### config.mk
export PLATFORM = sky130hd
export DESIGN_NAME = ecc_fault_logger
export DESIGN_NICKNAME = d
export VERILOG_FILES = /design/src/rtl/ecc_log_pkg.sv /design/src/rtl/ecc_init_tracker.sv /design/src/rtl/ecc_evt_select.sv /design/src/rtl/ecc_log_regs.sv /design/src/rtl/ecc_fault_logger.sv
export SDC_FILE = /design/constraint.sdc
export NUM_CORES = 1
export LEC_CHECK = 0
export BUFFER_PORTS_ARGS = -buffer_cell sky130_fd_sc_hd__buf_2
export CELL_PAD_IN_SITES_DETAIL_PLACEMENT = 2
export CELL_PAD_IN_SITES_GLOBAL_PLACEMENT = 2
export CORE_MARGIN = 5
export CORE_UTILIZATION = 33
export CTS_CLUSTER_DIAMETER = 100
export DETAILED_ROUTE_END_ITERATION = 8
export PLACE_DENSITY = 0.8
export RECOVER_POWER = 25
export SLEW_MARGIN = 20
export SYNTH_ARGS = -nofsm -noshare
export SYNTH_HDL_FRONTEND = slang
export SYNTH_SLANG_ARGS = --single-unit
### constraint.sdc
create_clock -name clk -period 4 [get_ports clk]
set_input_delay 0.8 -clock clk [delete_from_list [all_inputs] [get_ports clk]]
set_output_delay 0.8 -clock clk [all_outputs]
set_load 0.01 [all_outputs]
### src/rtl/ecc_log_pkg.sv
package ecc_log_pkg;

    localparam int REG_W  = 32;
    localparam int PRIO_W = 4;
    localparam int RA_W   = 3;
    localparam int WD_W   = PRIO_W;

    typedef enum logic {
        SRC_RAM   = 1'b0,
        SRC_FLASH = 1'b1
    } src_e;

    typedef enum logic [RA_W-1:0] {
        RA_CTRL   = 3'd0,
        RA_STATUS = 3'd1,
        RA_PRIO   = 3'd2,
        RA_ADDR   = 3'd3,
        RA_DATA   = 3'd4,
        RA_ATTR   = 3'd5,
        RA_RSV6   = 3'd6,
        RA_RSV7   = 3'd7
    } reg_e;

    typedef struct packed {
        src_e       src;
        logic       wr;
        logic [1:0] size;
    } attr_t;

    function automatic logic [REG_W-1:0] attr_word(attr_t a);
        return {{(REG_W-4){1'b0}}, a.src, a.wr, a.size};
    endfunction

endpackage

### src/rtl/ecc_init_tracker.sv
module ecc_init_tracker #(
    parameter int WORDS = 64,
    localparam int IW   = $clog2(WORDS)
) (
    input  logic          clk,
    input  logic          rst,
    input  logic          acc,
    input  logic          wr,
    input  logic [IW-1:0] idx,
    output logic          init_ok
);
    logic [WORDS-1:0] seen_q;

    for (genvar i = 0; i < WORDS; i++) begin : g_word
        always_ff @(posedge clk) begin
            if (rst)
                seen_q[i] <= 1'b0;
            else if (acc && wr && (idx == IW'(i)))
                seen_q[i] <= 1'b1;
        end
    end

    assign init_ok = seen_q[idx];

    AST_WORD_STAYS_INIT: assert property (@(posedge clk) disable iff (rst)
        (acc && wr) |=> seen_q[$past(idx)]);

endmodule

### src/rtl/ecc_evt_select.sv
module ecc_evt_select import ecc_log_pkg::*; #(
    parameter int AW = 16,
    parameter int DW = 32
) (
    input  logic          ram_hit,
    input  logic          ram_wr,
    input  logic [1:0]    ram_size,
    input  logic [AW-1:0] ram_addr,
    input  logic [DW-1:0] ram_data,
    input  logic          fl_hit,
    input  logic [1:0]    fl_size,
    input  logic [AW-1:0] fl_addr,
    input  logic [DW-1:0] fl_data,
    input  logic          en_ram,
    input  logic          en_fl,
    output logic          dexc_d,
    output logic          set_ram,
    output logic          set_fl,
    output logic          cap_v,
    output logic [AW-1:0] cap_addr,
    output logic [DW-1:0] cap_data,
    output attr_t         cap_attr
);
    assign dexc_d  = ram_hit | fl_hit;
    assign set_ram = ram_hit & en_ram;
    assign set_fl  = fl_hit & en_fl;
    assign cap_v   = set_ram | set_fl;

    always_comb begin
        if (set_ram) begin
            cap_addr      = ram_addr;
            cap_data      = ram_data;
            cap_attr.src  = SRC_RAM;
            cap_attr.wr   = ram_wr;
            cap_attr.size = ram_size;
        end else begin
            cap_addr      = fl_addr;
            cap_data      = fl_data;
            cap_attr.src  = SRC_FLASH;
            cap_attr.wr   = 1'b0;
            cap_attr.size = fl_size;
        end
    end

endmodule

### src/rtl/ecc_log_regs.sv
module ecc_log_regs import ecc_log_pkg::*; #(
    parameter int AW = 16,
    parameter int DW = 32
) (
    input  logic              clk,
    input  logic              rst,
    input  logic              reg_we,
    input  logic [RA_W-1:0]   reg_addr,
    input  logic [WD_W-1:0]   reg_wdata,
    output logic [REG_W-1:0]  reg_rdata,
    input  logic              set_ram,
    input  logic              set_fl,
    input  logic              cap_v,
    input  logic [AW-1:0]     cap_addr,
    input  logic [DW-1:0]     cap_data,
    input  attr_t             cap_attr,
    output logic              en_ram,
    output logic              en_fl,
    output logic              irq_req,
    output logic [PRIO_W-1:0] irq_prio
);
    reg_e              ra;
    logic [1:0]        ctrl_q;
    logic [1:0]        stat_q;
    logic [1:0]        stat_d;
    logic [1:0]        stat_set;
    logic [PRIO_W-1:0] prio_q;
    logic [AW-1:0]     cap_addr_q;
    logic [DW-1:0]     cap_data_q;
    attr_t             cap_attr_q;
    logic              wr_stat;

    assign ra       = reg_e'(reg_addr);
    assign wr_stat  = reg_we && (ra == RA_STATUS);
    assign stat_set = {set_fl, set_ram};

    for (genvar i = 0; i < 2; i++) begin : g_flag
        assign stat_d[i] = stat_set[i] | (stat_q[i] & ~(wr_stat & reg_wdata[i]));
    end

    always_ff @(posedge clk) begin
        if (rst) begin
            ctrl_q <= '0;
            stat_q <= '0;
            prio_q <= '0;
        end else begin
            stat_q <= stat_d;
            if (reg_we && (ra == RA_CTRL)) ctrl_q <= reg_wdata[1:0];
            if (reg_we && (ra == RA_PRIO)) prio_q <= reg_wdata;
        end
    end

    // capture registers carry no reset: contents are undefined until the first event
    always_ff @(posedge clk) begin
        if (cap_v) begin
            cap_addr_q <= cap_addr;
            cap_data_q <= cap_data;
            cap_attr_q <= cap_attr;
        end
    end

    always_comb begin
        unique case (ra)
            RA_CTRL:   reg_rdata = REG_W'(ctrl_q);
            RA_STATUS: reg_rdata = REG_W'(stat_q);
            RA_PRIO:   reg_rdata = REG_W'(prio_q);
            RA_ADDR:   reg_rdata = REG_W'(cap_addr_q);
            RA_DATA:   reg_rdata = REG_W'(cap_data_q);
            RA_ATTR:   reg_rdata = attr_word(cap_attr_q);
            default:   reg_rdata = '0;
        endcase
    end

    assign en_ram   = ctrl_q[0];
    assign en_fl    = ctrl_q[1];
    assign irq_prio = prio_q;
    assign irq_req  = (|stat_q) && (prio_q != '0);

    AST_CAPTURE_HOLDS: assert property (@(posedge clk) disable iff (rst)
        !cap_v |=> ($stable(cap_addr_q) && $stable(cap_data_q)));
    AST_RAM_FLAG_STICKY: assert property (@(posedge clk) disable iff (rst)
        (stat_q[0] && !(wr_stat && reg_wdata[0])) |=> stat_q[0]);
    AST_FLASH_FLAG_STICKY: assert property (@(posedge clk) disable iff (rst)
        (stat_q[1] && !(wr_stat && reg_wdata[1])) |=> stat_q[1]);
    AST_RAM_WINS_TIE: assert property (@(posedge clk) disable iff (rst)
        (set_ram && set_fl) |=> (cap_attr_q.src == SRC_RAM && stat_q == 2'b11));

endmodule

### src/rtl/ecc_fault_logger.sv
module ecc_fault_logger import ecc_log_pkg::*; #(
    parameter int AW        = 16,
    parameter int DW        = 32,
    parameter int RAM_WORDS = 64,
    localparam int IW       = $clog2(RAM_WORDS),
    localparam int BOFF     = $clog2(DW/8)
) (
    input  logic              clk,
    input  logic              rst,
    input  logic              ram_acc,
    input  logic              ram_wr,
    input  logic [1:0]        ram_size,
    input  logic [AW-1:0]     ram_addr,
    input  logic [DW-1:0]     ram_data,
    input  logic              ram_uncorr,
    input  logic              fl_acc,
    input  logic [1:0]        fl_size,
    input  logic [AW-1:0]     fl_addr,
    input  logic [DW-1:0]     fl_data,
    input  logic              fl_uncorr,
    input  logic              reg_we,
    input  logic [RA_W-1:0]   reg_addr,
    input  logic [WD_W-1:0]   reg_wdata,
    output logic [REG_W-1:0]  reg_rdata,
    output logic              core_dexc,
    output logic              irq_req,
    output logic [PRIO_W-1:0] irq_prio
);
    logic          ram_init_ok;
    logic          ram_hit, fl_hit;
    logic          en_ram, en_fl;
    logic          dexc_d;
    logic          set_ram, set_fl, cap_v;
    logic [AW-1:0] cap_addr;
    logic [DW-1:0] cap_data;
    attr_t         cap_attr;
    logic          dexc_q;

    ecc_init_tracker #(.WORDS(RAM_WORDS)) u_init (
        .clk     (clk),
        .rst     (rst),
        .acc     (ram_acc),
        .wr      (ram_wr),
        .idx     (ram_addr[BOFF +: IW]),
        .init_ok (ram_init_ok)
    );

    assign ram_hit = ram_acc & ram_uncorr & ram_init_ok;
    assign fl_hit  = fl_acc & fl_uncorr;

    ecc_evt_select #(.AW(AW), .DW(DW)) u_sel (
        .ram_hit  (ram_hit),
        .ram_wr   (ram_wr),
        .ram_size (ram_size),
        .ram_addr (ram_addr),
        .ram_data (ram_data),
        .fl_hit   (fl_hit),
        .fl_size  (fl_size),
        .fl_addr  (fl_addr),
        .fl_data  (fl_data),
        .en_ram   (en_ram),
        .en_fl    (en_fl),
        .dexc_d   (dexc_d),
        .set_ram  (set_ram),
        .set_fl   (set_fl),
        .cap_v    (cap_v),
        .cap_addr (cap_addr),
        .cap_data (cap_data),
        .cap_attr (cap_attr)
    );

    ecc_log_regs #(.AW(AW), .DW(DW)) u_regs (
        .clk       (clk),
        .rst       (rst),
        .reg_we    (reg_we),
        .reg_addr  (reg_addr),
        .reg_wdata (reg_wdata),
        .reg_rdata (reg_rdata),
        .set_ram   (set_ram),
        .set_fl    (set_fl),
        .cap_v     (cap_v),
        .cap_addr  (cap_addr),
        .cap_data  (cap_data),
        .cap_attr  (cap_attr),
        .en_ram    (en_ram),
        .en_fl     (en_fl),
        .irq_req   (irq_req),
        .irq_prio  (irq_prio)
    );

    always_ff @(posedge clk) begin
        if (rst) dexc_q <= 1'b0;
        else     dexc_q <= dexc_d;
    end

    assign core_dexc = dexc_q;

    AST_FLASH_ERR_TRAPS: assert property (@(posedge clk) disable iff (rst)
        (fl_acc && fl_uncorr) |=> core_dexc);
    AST_NO_ERR_NO_TRAP: assert property (@(posedge clk) disable iff (rst)
        (!(ram_acc && ram_uncorr) && !(fl_acc && fl_uncorr)) |=> !core_dexc);
    AST_UNINIT_IGNORED: assert property (@(posedge clk) disable iff (rst)
        (ram_acc && ram_uncorr && !ram_init_ok && !(fl_acc && fl_uncorr)) |=> !core_dexc);
    AST_PRIO_ZERO_SILENT: assert property (@(posedge clk) disable iff (rst)
        irq_req |-> (irq_prio != '0));

endmodule

==> metrics, run 1 <==
power share of the clock group 48.5%; combinational power share 7.9%; Peak VDD IR 297.8 uV; Die X 140.6 um; post-cts hold buffer count 0; Die Ht 140.6 um; sw frac 23.03%; wire length per cell 22.94 um; Resize count post-CTS 0; Pre-antenna DRT Iters 4; vias 4,702; placed inst area 0.006571 mm2; fmax 0.2975 GHz; FF-to-FF path depth 8; Main synth FF type dfxtp_1; post-DP HPWL 14,790 um; Sequential Area 0.003023 mm2; Skew-Pair Late Insertion Delay 0.42 ns; vias in the first global route 5,253; startpoint type of the worst setup path primary input; # rows 47; Netlist Area Pre-Place 0.005627 mm2; Std-Cell Core Area 0.01664 mm2; met3 Use GR 5.283%; GR met1 Demand/Resource 23.25%; Max-Cap Viols 0; GRT Residual Overflow 0; Finished Layout Cells 900; CP Data Required Time 4.05 ns; Post-route DRC 0; 1st-iter DRT viols 138; initial antenna violation count 2; power density cells 430.3 mW/mm2; P_sw 0.0007093 W; hold path cells 2; Yosys reg bits 125; Final Max Slew Viols 0; CTS H-tree lvls 4; Post-synth EDFFs 52; area of the multi-input gates 0.002394 mm2; Mapped Cells 517; Area Overhead vs Synth 27.17%; post-layout min period 3.362 ns; Setup CP Type in2reg; CTS max path bufs 2; post-DR vias/cell 5.224; Synth area leaders edfxtp_1, dfxtp_1, mux2_2; fillers 1,755; RSZ-0062 raised after global routing no; Fin Setup TNS 0 ns; Worst-Margin Slew 0.7820 ns; Yosys top cell by area edfxtp_1; DP Cell Count 865; clock-pin slew on the worst setup and hold paths 0.06 ns; Net Count, Synth 632; DIE AREA 0.01976 mm2; Slew headroom 47.86%; Hold Path Class reg2reg; IO buf count 152; Pleak 2.914 nW; most frequent cell after synthesis nor2_1; Post-Route WL 20,650 um; first-pass GRT wire length 31,280 um; largest net degree at the start of global routing 50; Routed Antenna Nets 0; GRT Util Overall 20.59%; cts bufs inserted 17; Int Pwr 0.002370 W; Root Buffer clkbuf_16; I/O pins 153; busiest grt layer met2; Initial Util 33.81%; Syn Area/Cell 10.88 um2; Final Hold Viols 0; Synth warnings 0; Synth async-reset ratio 0%; TritonCTS clock tree done; fin area 0.007156 mm2; global-route met2 utilization 37.50%; CP Capture Type flip-flop; Worst Skew 0.009308 ns; status complete, no violations; top-area cell type share of the netlist area 27.75%; Tcrit/Tclk final 84.04%; Clock Sinks 125; most frequent cells after synthesis nor2_1, dfxtp_1, a21oi_1, edfxtp_1, mux2i_1; Final setup viols 0; post-CTS setup buffers 0; Placer Congestion 0.8389; CP arrival 3.41 ns; sequential power share 43.5%; share of cells above drive strength 1 34.62%; synth unique cells 33; Crit Path Max Fanout 49; sequential share of the synthesized area 53.72%; layout net count 779
-- cells by family after synthesis --
group           after synthesis  synth area share, %
compound gates              104                11.43
buf+inv                      38                3.780
flops                       125                53.72
mux                          95                18.23
simple gates                155                12.83
-- layout make-up --
| class | instances | share of cell area (%) |
|---|---|---|
| timing repair buffer | 163 | 12.01 |
| tap | 220 | 3.847 |
| antenna | 4 | 0.1399 |
| inverter | 3 | 0.1574 |
| sequential | 125 | 42.25 |
| clock buffer | 23 | 7.431 |
| clock inverter | 8 | 0.7169 |
| multi-input combinational | 354 | 33.45 |
-- registers in the layout, summed over array words and instances, names as in the netlist --
name               flops
u_init.seen_q         64
u_regs.ctrl_q          2
core_dexc              1
u_regs.irq_prio        4
u_regs.cap_attr_q      4
u_regs.cap_data_q     32
u_regs.cap_addr_q     16
u_regs.stat_q          2
-- metrics by stage --
step	hold slack [ns]	setup slack [ns]	power [W]	util (%)
2_1_floorplan	0.4361	0.3439	0.001493	-
3_3_place_gp	0.4461	0.4778	0.001594	39.49
3_5_place_dp	0.4581	0.2615	0.001609	39.49
4_1_cts	0.4730	0.7016	0.003118	42.99
5_1_grt	0.4934	0.4947	0.003182	42.98
6_report	0.4700	0.6383	0.003079	43.00
-- power groups by stage --
stage / Clock (W) / Sequential, W / Combinational (W)
global route: 0.00158 / 0.00134 / 0.000263
floorplan: 0 / 0.00137 / 0.000127
CTS: 0.00153 / 0.00134 / 0.000246
finish: 0.00149 / 0.00134 / 0.000244
global placement: 0 / 0.00137 / 0.000227
detailed placement: 0 / 0.00137 / 0.000241
-- placed cells by master (no fill, tap or decap), types with 5 or more instances in the layout --
master | netlist | layout
a21oi_1 | 67 | 67
nand3_1 | 5 | 5
clkbuf_1 | 20 | 8
a22oi_1 | 18 | 18
buf_4 | 4 | 9
nor2_1 | 89 | 89
nor3_1 | 8 | 8
clkbuf_16 | 0 | 20
mux2_1 | 7 | 7
buf_2 | 2 | 145
nand2b_1 | 6 | 6
dfxtp_1 | 73 | 73
nand2_1 | 11 | 10
a22o_1 | 13 | 13
and2_1 | 18 | 18
edfxtp_1 | 52 | 52
mux2_2 | 43 | 43
nand4_1 | 5 | 5
mux2i_1 | 44 | 44
-- critical path: stages --
cell and delay [ns]:
buf_2 0.55, buf_12 0.25, mux2i_1 0.12, a22oi_1 0.26, nand4_1 0.15, nand4_2 0.21
a32oi_4 0.15, buf_4 0.20, nand2_2 0.11, buf_4 0.56
-- layer usage --
layer / vias up / part of all wire (%)
met2: 160 / 53
met1: 2345 / 40
li1: 2173 / -
met3: 24 / 5.8
met4: 0 / 1.7
met5: - / 0
-- worst paths after layout --
kind,from,to,slack (ns)
max reg2reg,u_init.seen_q[46],u_regs.cap_data_q[21],1.49
max,ram_addr[3],u_regs.cap_data_q[21],0.64
min reg2reg,u_init.seen_q[50],u_init.seen_q[50],0.47
min,u_init.seen_q[50],u_init.seen_q[50],0.47
Note: power is estimated with default switching activity, not from simulation.
==> inputs of run 2 (changes only) <==
Settings changed: ABC_AREA set to 1, CORE_UTILIZATION 33 to 29, PLACE_DENSITY 0.8 to 0.79.
Clock period 4 ns to 3.3 ns, I/O delays scaled along.
==> metrics, run 2 <==
cts bufs inserted 17 (unchanged); share of cells above drive strength 1 19.46% (was 34.62%); Net Count, Synth 931 (was 632); sequential power share 44.7% (was 43.5%); combinational power share 7.6% (was 7.9%); largest net degree at the start of global routing 74 (was 50); CTS max path bufs 2 (unchanged); Synth warnings 0 (unchanged); synth unique cells 22 (was 33); most frequent cells in the layout nand2_1, buf_2, nor2_1 (was buf_2, nor2_1, dfxtp_1); Die X 154.2 um (was 140.6 um); DIE AREA 0.02378 mm2 (was 0.01976 mm2); Yosys top cell by area edfxtp_1 (unchanged); status finished with violations (was complete, no violations); Netlist Area Pre-Place 0.006032 mm2 (was 0.005627 mm2); Setup CP Type in2out (was in2reg); post-DR vias/cell 4.988 (was 5.224); Post-route DRC 0 (unchanged); IO buf count 152 (unchanged); Resize count post-CTS 0 (unchanged); initial antenna violation count 6 (was 2); RSZ-0062 raised after global routing no (unchanged); wire length per cell 18.67 um (was 22.94 um); Tcrit/Tclk final 88.50%; I/O pins 153 (unchanged); Worst-Margin Slew 1.505 ns (was 0.7820 ns); failing checks max-capacitance violations, max-slew violations; Main synth FF type dfxtp_1 (unchanged); 1st-iter DRT viols 342 (was 138); power share of the clock group 47.7% (was 48.5%); # rows 52 (was 47); Yosys reg bits 125 (unchanged); Final Util 37.13% (was 43.00%); Mapped Cells 816 (was 517); post-layout min period 2.921 ns; Die Ht 154.2 um (was 140.6 um); first-pass GRT wire length 36,050 um (was 31,280 um); Largest regs u_init.seen_q: 64 flops, u_regs.cap_data_q: 32 flops, u_regs.cap_addr_q: 16 flops (unchanged); GRT Util Overall 19.14% (was 20.59%); Post-Route WL 23,200 um (was 20,650 um); Pleak 3.424 nW (was 2.914 nW); Area Overhead vs Synth 25.37% (was 27.17%); CP arrival 2.26 ns (was 3.41 ns); Worst Skew 0.007785 ns (was 0.009308 ns); post-cts hold buffer count 0 (unchanged); Crit Path Max Fanout 16 (was 49); layout net count 1,068 (was 779); power density cells 479.8 mW/mm2 (was 430.3 mW/mm2); GRT Residual Overflow 0 (unchanged); fmax 0.3424 GHz; most frequent cells after synthesis nand2_1, nor2_1, dfxtp_1, a21oi_1, inv_1 (was nor2_1, dfxtp_1, a21oi_1, edfxtp_1, mux2i_1); Most flops, register u_init.seen_q (unchanged); CTS H-tree lvls 4 (unchanged); CP Capture Type output port (was flip-flop); Final setup viols 0 (unchanged); startpoint type of the worst setup path primary input (unchanged); Pre-antenna DRT Iters 5 (was 4); vias 6,200 (was 4,702); Initial Util 29.62% (was 33.81%); Post-synth EDFFs 52 (unchanged); CP Data Required Time 2.64 ns (was 4.05 ns); clock-pin slew on the worst setup and hold paths 0.06 ns (about the same); Fin Setup TNS 0 ns (unchanged); Std-Cell Core Area 0.02036 mm2 (was 0.01664 mm2); max FFs per register 64 (unchanged); TritonCTS clock tree done (unchanged); sequential share of the synthesized area 50.11% (was 53.72%); Final Max Slew Viols 17 (was 0); vias in the first global route 6,576 (was 5,253); commonest non-fill, non-tap cell in the layout nand2_1 (was buf_2); top-area cell type share of the netlist area 25.89% (was 27.75%); post-DP HPWL 16,370 um (was 14,790 um); most frequent cell after synthesis nand2_1 (was nor2_1); Routed Antenna Nets 0 (unchanged); Root Buffer clkbuf_16 (unchanged); Synth async-reset ratio 0% (unchanged); Syn Area/Cell 7.392 um2 (was 10.88 um2); Clock Sinks 125 (unchanged); Synth area leaders edfxtp_1, dfxtp_1, nand2_1 (was edfxtp_1, dfxtp_1, mux2_2); Skew-Pair Late Insertion Delay 0.42 ns (about the same); Max-Cap Viols 1 (was 0); Final Hold Viols 0 (unchanged); Peak VDD IR 357.5 uV (was 297.8 uV); Slew headroom -0.6780% (was 47.86%); P_sw 0.0009008 W (was 0.0007093 W); Hold Path Class reg2reg (unchanged); post-CTS setup buffers 0 (unchanged); sw frac 24.83% (was 23.03%); Placer Congestion 0.7814 (was 0.8389); Int Pwr 0.002727 W (was 0.002370 W)
## run 2: power by group through the flow
stage	clock (W)	combinational [W]	sequential (W)
floorplan	0	0.000130	0.00165
global placement	0	0.000273	0.00166
detailed placement	0	0.000279	0.00166
CTS	0.00177	0.000282	0.00162
global route	0.00186	0.000305	0.00162
finish	0.00173	0.000276	0.00162
## run 2: critical path: stages
cell and delay (ns):
clkbuf_1 0.23, nor2_1 0.43, nand2_1 0.51, nor2_1 0.24, buf_2 0.18
## run 2: per-stage QoR
stage	cells	hold slack, ns	area [um2]	power, W	worst slack, ns
detailed placement	1204	0.4544	7042	0.001936	0.2431
CTS	1236	0.4632	7575	0.003677	0.4718
floorplan	816	0.4307	6035	0.001785	0.3740
global route	1242	0.4722	7560	0.003784	0.2371
finish	1243	0.4565	7562	0.003628	0.3795
global placement	1204	0.4407	7042	0.001929	0.3468
## run 2: per-layer routing
layer	vias up	routed length, um	track usage, %
li1	2949	-	-
met4	0	468	6.308
met3	24	947	3.521
met1	3075	9691	23.17
met2	152	12100	34.21
met5	-	0	0
## run 2: kinds of logic (layout without fill, tap and decap cells)
| logic type | count (synthesis) | in the layout | share of synthesized area, % |
|---|---|---|---|
| other cells | 0 | 7 | 0 |
| simple gates | 467 | 467 | 32.34 |
| compound gates | 108 | 108 | 9.314 |
| buf+inv | 116 | 266 | 8.235 |
| flops | 125 | 125 | 50.11 |
## run 2: final cells by class
type | count | area [um2]
antenna | 7 | 17.52
clock buffer | 18 | 429.2
clock inverter | 14 | 103.9
fill | 2403 | 12800
inverter | 67 | 251.5
multi-input combinational | 575 | 2515
sequential | 125 | 3024
tap | 270 | 337.8
timing repair buffer | 167 | 883.3
## run 2: final timing paths
path,start,end,slack [ns],depth (start not counted)
hold reg to reg,u_init.seen_q[28],u_init.seen_q[28],0.46,2
hold / removal,u_init.seen_q[28],u_init.seen_q[28],0.46,2
setup reg to reg,u_init.seen_q[52],u_regs.cap_data_q[22],1.14,13
setup / recovery,reg_addr[0],reg_rdata[31],0.38,5
